### config.mk
export PLATFORM = sky130hd
export DESIGN_NAME = xload_unit
export DESIGN_NICKNAME = d
export VERILOG_FILES = /design/src/rtl/xload_pkg.sv /design/src/rtl/xload_decode.sv /design/src/rtl/xload_ptr.sv /design/src/rtl/xload_unit.sv
export SDC_FILE = /design/constraint.sdc
export NUM_CORES = 1
export LEC_CHECK = 0
export ABC_AREA = 0
export BUFFER_PORTS_ARGS = -buffer_cell sky130_fd_sc_hd__buf_2
export CAP_MARGIN = 15
export CORE_AREA = 2 2 74 76
export DETAILED_ROUTE_END_ITERATION = 10
export DIE_AREA = 0 0 76 78
export PLACE_DENSITY = 0.75
export SLEW_MARGIN = 25
export SYNTH_ARGS = -nofsm -noshare
export SYNTH_HDL_FRONTEND = slang
export SYNTH_HIERARCHICAL = 1
export SYNTH_SLANG_ARGS = --single-unit
### constraint.sdc
create_clock -name clk -period 1.69 [get_ports clk]
set_input_delay 0.507 -clock clk [delete_from_list [all_inputs] [get_ports clk]]
set_output_delay 0.507 -clock clk [all_outputs]
set_load 0.02 [all_outputs]
### src/rtl/xload_pkg.sv
// Shared types for the extended program-memory byte load unit.
// Assumes nothing beyond IEEE 1800-2017 enum support.
package xload_pkg;
    typedef enum logic [1:0] {
        FORM_NONE = 2'd0,
        FORM_FIX  = 2'd1,
        FORM_REG  = 2'd2,
        FORM_STEP = 2'd3
    } form_e;

    typedef enum logic [1:0] {
        ST_IDLE   = 2'd0,
        ST_ADDR   = 2'd1,
        ST_CAPT   = 2'd2,
        ST_COMMIT = 2'd3
    } state_e;

    localparam logic [15:0] OPC_FIX      = 16'h95D8;
    localparam logic [15:0] OPC_FAM_MASK = 16'hFE0F;
    localparam logic [15:0] OPC_REG      = 16'h9006;
    localparam logic [15:0] OPC_STEP     = 16'h9007;
endpackage

### src/rtl/xload_decode.sv
// Opcode classifier: maps a 16-bit word onto one of the three load forms
// and extracts the destination register index.
// Assumes the caller qualifies the result with its own strobe.
module xload_decode
    import xload_pkg::*;
(
    input  logic [15:0] opcode,
    output form_e       form,
    output logic [4:0]  dest
);
    // Pick the form; the fixed form overrides the field-encoded destination.
    always_comb begin
        form = FORM_NONE;
        dest = opcode[8:4];
        if (opcode == OPC_FIX) begin
            form = FORM_FIX;
            dest = 5'd0;
        end else if ((opcode & OPC_FAM_MASK) == OPC_REG) begin
            form = FORM_REG;
        end else if ((opcode & OPC_FAM_MASK) == OPC_STEP) begin
            form = FORM_STEP;
        end
    end
endmodule

### src/rtl/xload_ptr.sv
// Pointer stepper: adds one to Z and carries into the page field, which
// wraps modulo NUM_PAGES. Assumes NUM_PAGES is a power of two, so the
// wrap is the natural overflow of a PAGE_W-bit field.
module xload_ptr #(
    parameter int NUM_PAGES = 4,
    parameter int PAGE_W    = 2
) (
    input  logic [15:0]       z,
    input  logic [PAGE_W-1:0] page,
    output logic [15:0]       z_inc,
    output logic [PAGE_W-1:0] page_inc,
    output logic              carry
);
    // Step Z and report the carry out of bit 15.
    always_comb begin
        {carry, z_inc} = {1'b0, z} + 17'd1;
    end

    generate
        if (NUM_PAGES == 1) begin : g_single
            // A single page never advances.
            always_comb page_inc = '0;
        end else begin : g_multi
            // Advance the page on carry; PAGE_W-bit overflow is the wrap.
            always_comb page_inc = carry ? page + 1'b1 : page;
        end
    endgenerate
endmodule

### src/rtl/xload_unit.sv
// Extended program-memory byte load unit (top).
// Accepts an opcode on start while idle, addresses program memory with
// {page, Z} one cycle later, captures the byte a cycle after that, and
// commits register, Z and page writes in the third cycle.
// Assumes a memory with exactly one cycle of read latency and a register
// file that applies the write ports on the clock edge ending the third cycle.
module xload_unit
    import xload_pkg::*;
#(
    parameter int NUM_PAGES = 4,
    localparam int PAGE_W   = (NUM_PAGES > 1) ? $clog2(NUM_PAGES) : 1,
    localparam int ADDR_W   = 16 + PAGE_W
) (
    input  logic              clk,
    input  logic              rst_n,
    input  logic              start,
    input  logic [15:0]       opcode,
    input  logic [7:0]        zlo_rd,
    input  logic [7:0]        zhi_rd,
    input  logic [7:0]        page_rd,
    output logic              busy,
    output logic              done,
    output logic              illegal,
    output logic              mem_rd,
    output logic [ADDR_W-1:0] mem_addr,
    input  logic [7:0]        mem_rdata,
    output logic              rf_we,
    output logic [4:0]        rf_waddr,
    output logic [7:0]        rf_wdata,
    output logic              z_we,
    output logic [15:0]       z_wdata,
    output logic              page_we,
    output logic [7:0]        page_wdata
);
    localparam logic [PAGE_W-1:0] PAGE_MASK = PAGE_W'(NUM_PAGES - 1);

    state_e            state_q;
    form_e             form_q;
    form_e             form_dec;
    logic [4:0]        dest_dec;
    logic [4:0]        dest_q;
    logic [15:0]       z_q;
    logic [PAGE_W-1:0] page_q;
    logic [7:0]        data_q;
    logic              illegal_q;
    logic [15:0]       z_inc;
    logic [PAGE_W-1:0] page_inc;
    logic              carry;

    xload_decode u_decode (
        .opcode (opcode),
        .form   (form_dec),
        .dest   (dest_dec)
    );

    xload_ptr #(.NUM_PAGES(NUM_PAGES), .PAGE_W(PAGE_W)) u_ptr (
        .z        (z_q),
        .page     (page_q),
        .z_inc    (z_inc),
        .page_inc (page_inc),
        .carry    (carry)
    );

    // Sequence the three cycles and latch operands on an accepted start.
    always_ff @(posedge clk) begin
        if (!rst_n) begin
            state_q <= ST_IDLE;
            form_q  <= FORM_NONE;
            dest_q  <= '0;
            z_q     <= '0;
            page_q  <= '0;
            data_q  <= '0;
        end else begin
            case (state_q)
                ST_IDLE: begin
                    if (start && form_dec != FORM_NONE) begin
                        form_q  <= form_dec;
                        dest_q  <= dest_dec;
                        z_q     <= {zhi_rd, zlo_rd};
                        page_q  <= page_rd[PAGE_W-1:0] & PAGE_MASK;
                        state_q <= ST_ADDR;
                    end
                end
                ST_ADDR:   state_q <= ST_CAPT;
                ST_CAPT: begin
                    data_q  <= mem_rdata;
                    state_q <= ST_COMMIT;
                end
                default:   state_q <= ST_IDLE;
            endcase
        end
    end

    // Flag a refused opcode for the cycle after its start edge.
    always_ff @(posedge clk) begin
        if (!rst_n) illegal_q <= 1'b0;
        else        illegal_q <= (state_q == ST_IDLE) && start && (form_dec == FORM_NONE);
    end

    // Drive the memory, status and write-back ports from the current state.
    always_comb begin
        busy       = (state_q != ST_IDLE);
        done       = (state_q == ST_COMMIT);
        illegal    = illegal_q;
        mem_rd     = (state_q == ST_ADDR);
        mem_addr   = {page_q, z_q};
        rf_we      = done;
        rf_waddr   = dest_q;
        rf_wdata   = data_q;
        z_we       = done && (form_q == FORM_STEP);
        z_wdata    = z_inc;
        page_we    = z_we && carry;
        page_wdata = 8'(page_inc);
    end


    commit_after_capture_chk: assert property (@(posedge clk) disable iff (!rst_n)
        done |-> $past(state_q == ST_CAPT));

    done_single_chk: assert property (@(posedge clk) disable iff (!rst_n)
        done |=> !done);

    read_then_capture_chk: assert property (@(posedge clk) disable iff (!rst_n)
        mem_rd |=> (state_q == ST_CAPT) && !mem_rd);

    page_only_on_wrap_chk: assert property (@(posedge clk) disable iff (!rst_n)
        page_we |-> z_we && (z_wdata == 16'h0000));

    illegal_idle_chk: assert property (@(posedge clk) disable iff (!rst_n)
        illegal |-> !busy && !rf_we && !mem_rd);

    operands_hold_chk: assert property (@(posedge clk) disable iff (!rst_n)
        (busy && !done) |=> $stable(dest_q) && $stable(z_q) && $stable(page_q));

    step_only_form_chk: assert property (@(posedge clk) disable iff (!rst_n)
        z_we |-> rf_we && (form_q == FORM_STEP));
endmodule

Word level (Yosys, flattened, before mapping)
Index checks and enable logic that the tools add are counted.
Widths: inputs -> output; s select.
- flip-flop bits (word level): 36
- input port bits: 51
- output and inout bits: 62
- logic and storage cells: 34
- add/sub/neg operators: 2
- equality and inequality tests: 8
- mux-type cells: 7
- reductions and logical operators: 10
- operator list (kind ; number):
    $eq 11x11->1 const B ; 2
    $add 16x1->17 const B ; 1
    $eq 16x16->1 const B ; 1
    $mux 2 ; 5
    $eq 2x2->1 const B ; 3
    $pmux 2 s3 ; 1
    $logic_and 1x1->1 ; 5
    $mux 5 ; 1
    $logic_not 2->1 ; 2
    $reduce_bool 2->1 ; 2
    $add 2x1->2 const B ; 1
    $eq 2x1->1 const B ; 1
    $ne 2x2->1 const B ; 1
    $reduce_and 2->1 ; 1

Longest topological paths before layout
Gate-level depths: netlist (run 1).
- word-level depth: 8
- gate-level depth with buffers: 7
- mapped depth without buffers: 6

By module
Netlist (run 1), hierarchy kept.
- modules (own cells, without submodules) (module ; instances ; cells each ; area an instance (sq um) ; sequential area each (sq um)):
    xload_unit ; 1 ; 169 ; 1496.4 ; 720.7
    xload_ptr ; 1 ; 54 ; 362.8 ; 0.0
    xload_decode ; 1 ; 16 ; 131.4 ; 0.0

Worst setup path after synthesis (run 1)
Ideal clock, no wire load.
- path kind: reg-to-output
- start point: register z_q[0]
- end point: output z_wdata[14]
- arrival time: 1.621 ns
- required time: 1.183 ns
- path slack: -0.438 ns
- cell stages (with the launch flop): 5
- path buffers: 0
- cell sequence: dfxtp_1 -> ha_1 -> nand4_1 -> nor4_1 -> xor2_1
- word-level cells in the longest chain between the ends: 1
- RTL lines (item ; RTL line ; source):
    from (decl) ; xload_unit.sv:42 ; logic [15:0] z_q;
    from (signal assigned) ; xload_unit.sv:79 ; z_q <= {zhi_rd, zlo_rd};
    $add 16x1->17 ; xload_ptr.sv:16 ; {carry, z_inc} = {1'b0, z} + 17'd1;
    to (decl) ; xload_unit.sv:31 ; output logic [15:0] z_wdata,
No other way between the ends.

Final worst setup path (run 1)
- start point: register z_q[1]
- end point: output z_wdata[12]
The elaborated chain is that of the path after synthesis.

==> results.txt, run 1 <==
Area share of the largest cell type after synthesis: 0.362
Psw: 401 uW
Fin cells: 456
Die Wd: 76 um
CTS Buffer Depth: 2
CTS sink cnt: 36
Max-slew violations: 0
Synth Area in Adders: 0.0377
Crit path launch type: flop
Initial Utilization: 0.395
Vias in the first global route: 2012
Max-cap violations: 0
Sw Ratio: 0.241
Row count: 26
Hold path depth: 3
Clock latency on the worst-skew pair: 0.28 ns
Routed WL: 6.62 mm
CTS Root Buffer Type: clkbuf_8
Worst setup margin: -0.422 ns
Class of the worst hold path: input pin to flop
Layout Utilization: 0.733
Total CTS buffers: 5
Total Routing Usage GR: 0.185
Failing checks: setup timing
Die ar.: 5930 sq um
CTS tree: built
Clock skew: 0.00590 ns
Worst Path Max Fanout: 5
Compound-Gate Fraction of Synth Area: 0.0830
Simple-gate share of the synthesized area: 0.309
Nets: 442
Hold Vio Cnt, Final: 0
Fin Hold WS: 0.440 ns
Avg Inst Size Synth: 8.33 sq um
DR iter-0 viols: 65
WL/cell: 14.5 um
Commonest non-fill, non-tap cell in the layout: buf_2
Worst r2r dst: z_q[5]
Area Overhead vs Synth: 85.7%
Hold worst-path end: z_q[9]
Clock power share: 0.376
DR pass1 iterations: 4
Post-synth top area cell: dfxtp_1
Setup violators final: 19
Post-CTS Hold Fix Bufs: 0
Post-route setup TNS: -5.27 ns
Mapped cell area: 1990 sq um
Combinational share of power: 0.122
Worst r2r src: state_q[0]
IO Port Bufs: 100
Post-DR vias/cell: 4.95
Proportion of synthesized area in mux cells: 0.0503
Crit path DAT: 1.61 ns
Hold path startpoint: zhi_rd[1]
Peak VDD IR: 0.577 mV
Share of cells above drive strength 1: 0.645
Clk slew on worst S/H paths: 0.07 ns
Initial antenna violation count: 0
Pint: 1.26 mW
HPWL after DPL: 3.96 mm
Worst Path Required: 1.18 ns
Pin count of the biggest net entering global routing: 51
Ant. Diodes: 0
Flip-flop and latch count after synthesis: 36
Mapped Cells: 239
H-tree depth: 2
Worst setup EP type: primary output
Die Ht: 78 um
Status: finished with violations
Synth Area in XOR/XNOR: 0.0704
RSZ-0062 raised after global routing: yes
Vias: 2255
Leakage: 1.78 nW
Largest family of logic cells by synthesized area: simple AND/OR/NAND/NOR gates
Commonest non-fill, non-tap cells in the layout: buf_2, buf_4, nand2_1
Power Dens Cells: 450 nW/um^2
Fin crit period: 2.11 ns
GPL Wtd Cong: 0.843
Routed Antenna Nets: 0
Sequential power share: 0.502
Number of distinct library cells after synthesis: 32
Sequential area share after synthesis: 0.362
Pre-CTS worst setup slack: -0.229 ns
Area contributors post-synth: dfxtp_1, nand3_1, nand2_1
Grt ovf: 0
R2R Setup Slk: 0.28 ns
Crit Path Category: flop to primary output
IO Count: 113
Register-to-Register Path Depth: 8
Period utilization: 1.25
First-pass GRT wire length: 8.99 mm
Placeable Area: 5040 sq um
Fmax: 0.473 GHz
Placed cell count: 428
Ys Warns: 6
Remaining DRCs: 0
[sequential cells by signal (all words and copies together) (netlist names)]
register	cells
rf_waddr	5
form_q	2
z_q	16
illegal	1
page_q	2
rf_wdata	8
state_q	2
[worst max path at each step]
stage	depth (start not counted)	end	from	slack [ns]
CTS	4	page_wdata[0]	z_q[9]	-0.40
finish	6	z_wdata[12]	z_q[1]	-0.42
global route	5	z_wdata[9]	z_q[6]	-0.49
floorplan	4	page_wdata[0]	z_q[1]	-0.12
global placement	5	page_we	z_q[1]	-0.21
detailed placement	8	z_q[14]	opcode[9]	-0.23
[critical path: stages, from the launching register on]
cell	delay (ns)
dfxtp_4	0.37
ha_4	0.16
nand4_1	0.12
buf_6	0.18
nor3_4	0.19
xnor2_1	0.15
buf_4	0.17
[repair_timing]
item                                    in CTS  in global routing
cloned                                       0                  6
setup buffers                                8                  8
hold endpoints to repair                     0                  0
endpoints found under the setup margin      19                 46
gates resized for setup                     51                 74
pin swaps                                   19                 26
[power groups by stage]
stage	logic [mW]	registers [mW]	clock network [mW]
after floorplan	0.0889	0.858	0
after global placement	0.158	0.856	0
after detailed placement	0.161	0.856	0
after CTS	0.171	0.835	0.646
after global routing	0.220	0.834	0.684
final	0.203	0.834	0.625
[cell type report]
type,instances,area (sq um)
well taps,70,87.6
inverters,7,28.8
flip-flops and latches,36,777
fillers,366,1350
clock buffers,7,86.3
clock inverters,1,7.51
multi-input cells,179,1570
repair buffers,156,1140
[cell usage after synthesis (all sizes together)]
| library cell | number |
|---|---|
| conb | 1 |
| nor2b | 14 |
| nand3b | 1 |
| nor4bb | 2 |
| and4 | 2 |
| mux2i | 10 |
| nor4 | 5 |
| nor3 | 6 |
| o21ai | 27 |
| ha | 6 |
| nand4 | 9 |
| nand3 | 32 |
| and2 | 1 |
| nand2 | 33 |
| dfxtp | 36 |
| buf | 18 |
| o211ai | 1 |
| clkbuf | 4 |
| nor4b | 2 |
| nor2 | 4 |
| inv | 7 |
| xnor2 | 5 |
| a32oi | 1 |
| xor2 | 11 |
| and3 | 1 |
[stage by stage]
step	cell area [sq um]	total power, mW
2_1_floorplan	2200	0.947
3_3_place_gp	2930	1.01
3_5_place_dp	2930	1.02
4_1_cts	3270	1.65
5_1_grt	3700	1.74
6_report	3700	1.66
[logic make-up after synthesis]
| kind of cell | count (synthesis) |
|---|---|
| simple gates | 112 |
| mux | 10 |
| buf+inv | 29 |
| other cells | 1 |
| xor+xnor | 16 |
| compound gates | 29 |
| fa+ha+maj | 6 |
| flops | 36 |
[metal layers]
metal  vias up  global-route usage  wire, um
li1       1107                   -         -
met1      1064               0.201      2610
met2        75               0.358      3580
met3         9              0.0419       337
met4         0              0.0527        86
met5         -                   0         0
Power figures use the tool's default switching activity.
==> run 2, diff against run 1 <==
- CORE_AREA: 2 2 74 76 -> 3 3 75 77
- DIE_AREA: 0 0 76 78 -> 0 0 78 80
==> results.txt, run 2 (synthesis gave the netlist of run 1 again) <==
Commonest non-fill, non-tap cells in the layout: buf_2, buf_4, nand2_1
Fmax: 0.456 GHz
Psw: 387 uW
Slew headroom: 0.666
Routed Antenna Nets: 0
Placed cell count: 431
Post-DR vias/cell: 4.97
Clock power share: 0.360
Power Dens Cells: 463 nW/um^2
Status: finished with violations
DR iter-0 viols: 102
RSZ-0062 raised after global routing: yes
Clk slew on worst S/H paths: 0.07 ns
WL/cell: 14.8 um
Total CTS buffers: 5
Top reg by flops: z_q
Share of cells above drive strength 1: 0.575
Peak VDD IR: 0.320 mV
Crit path DAT: 1.69 ns
First-pass GRT wire length: 9.23 mm
Combinational share of power: 0.117
Remaining DRCs: 0
Crit Path Category: flop to primary output
Worst Path Max Fanout: 4
IO Port Bufs: 100
Area Overhead vs Synth: 73.4%
Setup violators final: 17
Max FFs per register: 16
Clock latency on the worst-skew pair: 0.28 ns
Register area: 771 sq um
Die Ht: 80 um
Hold Vio Cnt, Final: 0
Period utilization: 1.30
Initial Utilization: 0.392
Fin cells: 451
Sw Ratio: 0.242
Worst r2r src: state_q[0]
CTS Root Buffer Type: clkbuf_8
Fin crit period: 2.19 ns
Class of the worst hold path: input pin to flop
Row count: 26
Worst setup margin: -0.504 ns
Register-to-Register Path Depth: 5
Worst slew pin tran: 0.501 ns
DR pass1 iterations: 5
Crit path launch type: flop
Nets: 437
Layout Utilization: 0.680
H-tree depth: 2
Placeable Area: 5070 sq um
Hold worst-path end: z_q[9]
Commonest non-fill, non-tap cell in the layout: buf_2
Vias in the first global route: 1959
Pin count of the biggest net entering global routing: 37
Die ar.: 6240 sq um
CTS tree: built
Fillers: 389
Pint: 1.21 mW
Worst r2r dst: rf_wdata[2]
Total Routing Usage GR: 0.185
Vias: 2241
CTS sink cnt: 36
Die Wd: 78 um
Worst Path Required: 1.18 ns
Initial antenna violation count: 0
HPWL after DPL: 4.18 mm
Worst setup EP type: primary output
Grt ovf: 0
Leakage: 1.73 nW
Final Power: 1.60 mW
Routed WL: 6.69 mm
Ant. Diodes: 0
CTS Buffer Depth: 2
Max-cap violations: 0
Multi-input gate area: 1440 sq um
IO Count: 113
Max-slew violations: 0
Failing checks: setup timing
GPL Wtd Cong: 0.867
Post-CTS Hold Fix Bufs: 0
Sequential power share: 0.524
Hold path depth: 3
R2R Setup Slk: 0.25 ns
Fin Hold WS: 0.444 ns
Clock skew: 0.00479 ns
Hold path startpoint: zhi_rd[1]
run 2: repair_timing:
item,4_1_cts,5_1_grt
endpoints found under the setup margin,18,27
pin swaps,13,27
gates resized for setup,42,36
buffers inserted,4,8
cloned,0,1
run 2: per-stage QoR:
stage | setup WS [ns] | setup TNS, ns | cell area [sq um]
6_report | -0.504 | -5.40 | 3450
5_1_grt | -0.551 | -6.34 | 3450
4_1_cts | -0.399 | -4.75 | 3220
3_5_place_dp | -0.207 | -5.80 | 2950
3_3_place_gp | -0.186 | -5.08 | 2950
2_1_floorplan | -0.120 | -0.911 | 2200
run 2: cell type report:
| class | instances | share of cell area |
|---|---|---|
| multi-input combinational | 179 | 0.418 |
| timing repair buffer | 151 | 0.301 |
| sequential | 36 | 0.223 |
| tap | 70 | 0.0254 |
| clock buffer | 7 | 0.0221 |
| inverter | 7 | 0.00906 |
| clock inverter | 1 | 0.00145 |
run 2: power by group through the flow:
stage | clock [mW] | combinational (mW) | sequential (mW)
after global placement | 0 | 0.156 | 0.856
after global routing | 0.629 | 0.202 | 0.836
after CTS | 0.595 | 0.168 | 0.836
after detailed placement | 0 | 0.158 | 0.856
after floorplan | 0 | 0.0889 | 0.858
final | 0.575 | 0.186 | 0.836
run 2: worst max path at each step:
stage              start       endpoint  slack [ns]  cells after the start
2_1_floorplan     z_q[1]  page_wdata[0]       -0.12                      4
3_3_place_gp   opcode[9]     state_q[1]       -0.19                      8
3_5_place_dp   opcode[9]     state_q[1]       -0.21                      8
4_1_cts           z_q[1]    z_wdata[10]       -0.40                      6
5_1_grt           z_q[0]    z_wdata[15]       -0.55                      6
6_report          z_q[0]    z_wdata[15]       -0.50                      6
run 2: metal layers:
metal  share of wire  GRT usage  vias up  wire [um]
met5               0          0        -          0
met4           0.019     0.0524        0        127
met3           0.056     0.0305       11        374
met2            0.52      0.333      106       3510
met1            0.40      0.227     1032       2680
li1                -          -     1092          -
run 2: worst max-delay path, stage by stage, from the launching register on:
cell	delay [ns]
dfxtp_4	0.36
buf_6	0.11
nand4_1	0.11
buf_6	0.17
nor4_4	0.32
xor2_2	0.20
buf_6	0.14
==> run 3, diff against run 2 <==
- CELL_PAD_IN_SITES_DETAIL_PLACEMENT: default -> 0
- CELL_PAD_IN_SITES_GLOBAL_PLACEMENT: default -> 1
- CORE_AREA: 3 3 75 77 -> 3 3 90 92
- DIE_AREA: 0 0 78 80 -> 0 0 93 95
- PLACE_DENSITY: 0.75 -> default
- PLACE_DENSITY_LB_ADDON: default -> 0.1
==> results.txt, run 3 (synthesis gave the netlist of run 1 again) <==
Commonest non-fill, non-tap cell in the layout: buf_2
Total CTS buffers: 5
Remaining DRCs: 0
Ant. Diodes: 0
CTS tree: built
HPWL after DPL: 4.51 mm
CTS Buffer Depth: 2
Register area: 774 sq um
RSZ-0062 raised after global routing: yes
GR Util met3: 0.0343
Commonest non-fill, non-tap cells in the layout: buf_2, buf_4, buf_6
IO Count: 113
CTS sink cnt: 36
Worst setup margin: -0.397 ns
Worst r2r src: state_q[1]
Placeable Area: 7290 sq um
Fin crit period: 2.09 ns
Register-to-Register Path Depth: 5
Crit path launch type: flop
Psw: 420 uW
Failing checks: setup timing
Post-CTS Hold Fix Bufs: 0
Clk slew on worst S/H paths: 0.07 ns
Final Power: 1.79 mW
Initial antenna violation count: 0
Fillers: 724
Period utilization: 1.24
CTS Root Buffer Type: clkbuf_8
Met2 Use GR: 0.250
Buf/Inv on CP: 1
Final instance area: 3890 sq um
Worst r2r dst: state_q[0]
DR pass1 iterations: 4
Nets: 445
Cells along the critical path: ha_4 > nand4_1 > nor4_4 > xor2_1 > buf_4
Sw Ratio: 0.235
Clock latency on the worst-skew pair: 0.28 ns
Fin Hold WS: 0.440 ns
Crit Path Category: flop to primary output
Worst Path Required: 1.18 ns
Grt ovf: 0
Area after DPL: 3010 sq um
Max FFs per register: 16
Crit path DAT: 1.58 ns
Share of cells above drive strength 1: 0.671
Global route hottest layer: met2
Power Dens Cells: 459 nW/um^2
Initial Utilization: 0.273
Pint: 1.37 mW
Clock skew: 0.00291 ns
Peak VDD IR: 0.265 mV
Vias: 2182
Top reg by flops: z_q
Hold path depth: 3
Die ar.: 8840 sq um
Critical Path Max Stage Delay: 0.36 ns
Critical-path cell with the highest stage delay: dfxtp_4
Sequential power share: 0.467
Pre-CTS worst setup slack: -0.268 ns
Row count: 31
CP top delay family: simple AND/OR/NAND/NOR gates
Combinational share of power: 0.113
Class of the worst hold path: input pin to flop
Setup violators final: 19
IO Port Bufs: 100
GPL Wtd Cong: 0.745
First-pass GRT wire length: 10.0 mm
Hold Vio Cnt, Final: 0
Hold path startpoint: zlo_rd[2]
Slew headroom: 0.649
Worst slew pin tran: 0.527 ns
Worst setup EP type: primary output
Pin count of the biggest net entering global routing: 51
Status: finished with violations
Worst Path Max Fanout: 4
Leakage: 1.83 nW
Routed WL: 6.88 mm
Post-DR vias/cell: 4.47
Multi-input gate area: 1650 sq um
M1 GR Usage: 0.167
Max-slew violations: 0
Fmax: 0.479 GHz
Hold worst-path end: z_q[2]
Die Wd: 93 um
Clock power share: 0.419
R2R Setup Slk: 0.21 ns
H-tree depth: 2
Total Routing Usage GR: 0.140
Max-cap violations: 0
Vias in the first global route: 2161
Routed Antenna Nets: 0
Area Overhead vs Synth: 95.5%
DR iter-0 viols: 82
WL/cell: 14.1 um
Die Ht: 95 um
run 3: how the worst max path moves through the flow:
stage                    start             to  slack (ns)  depth (start not counted)
floorplan               z_q[1]  page_wdata[0]       -0.12                          4
global placement    opcode[10]     state_q[1]       -0.25                          8
detailed placement  opcode[10]      form_q[0]       -0.27                          8
CTS                     z_q[0]    z_wdata[15]       -0.42                          6
global route           z_q[10]    z_wdata[13]       -0.48                          4
finish                  z_q[0]  page_wdata[1]       -0.40                          5
run 3: cell type report:
cell class / count / share of cell area
clock buffers: 6 / 0.0186
clock inverters: 2 / 0.00900
inverters: 7 / 0.00739
multi-input cells: 179 / 0.424
flip-flops and latches: 36 / 0.199
well taps: 99 / 0.0318
repair buffers: 159 / 0.311
run 3: per-stage QoR:
step	std cells	utilization	setup TNS (ns)
finish	488	0.534	-4.92
global route	488	0.534	-7.02
CTS	481	0.472	-5.17
detailed placement	463	0.413	-8.38
global placement	463	0.413	-7.62
floorplan	244	-	-0.911
run 3: layer usage:
| layer | vias up | share of wire | routed length (um) |
|---|---|---|---|
| li1 | 1106 | - | - |
| met1 | 1002 | 0.43 | 2950 |
| met2 | 67 | 0.50 | 3460 |
| met3 | 7 | 0.059 | 406 |
| met4 | 0 | 0.0092 | 63 |
| met5 | - | 0 | 0 |
run 3: power groups by stage:
| stage | clock (mW) | combinational (mW) | sequential (mW) |
|---|---|---|---|
| floorplan | 0 | 0.0889 | 0.858 |
| global placement | 0 | 0.159 | 0.856 |
| detailed placement | 0 | 0.159 | 0.856 |
| CTS | 0.776 | 0.169 | 0.836 |
| global route | 0.814 | 0.221 | 0.835 |
| finish | 0.750 | 0.202 | 0.835 |
run 3: repair_timing:
item | 4_1_cts | 5_1_grt
buffers inserted | 10 | 2
gates cloned | 0 | 6
pin swaps | 18 | 39
setup endpoints to repair | 19 | 44
gates resized for setup | 62 | 88
hold endpoints to repair | 0 | 0
run 3: worst register-to-register path: stages, from the launching register on:
cell and delay, ns:
dfxtp_4 0.37, buf_6 0.11, buf_4 0.09, ha_1 0.47
o21ai_0 0.20, mux2i_1 0.16
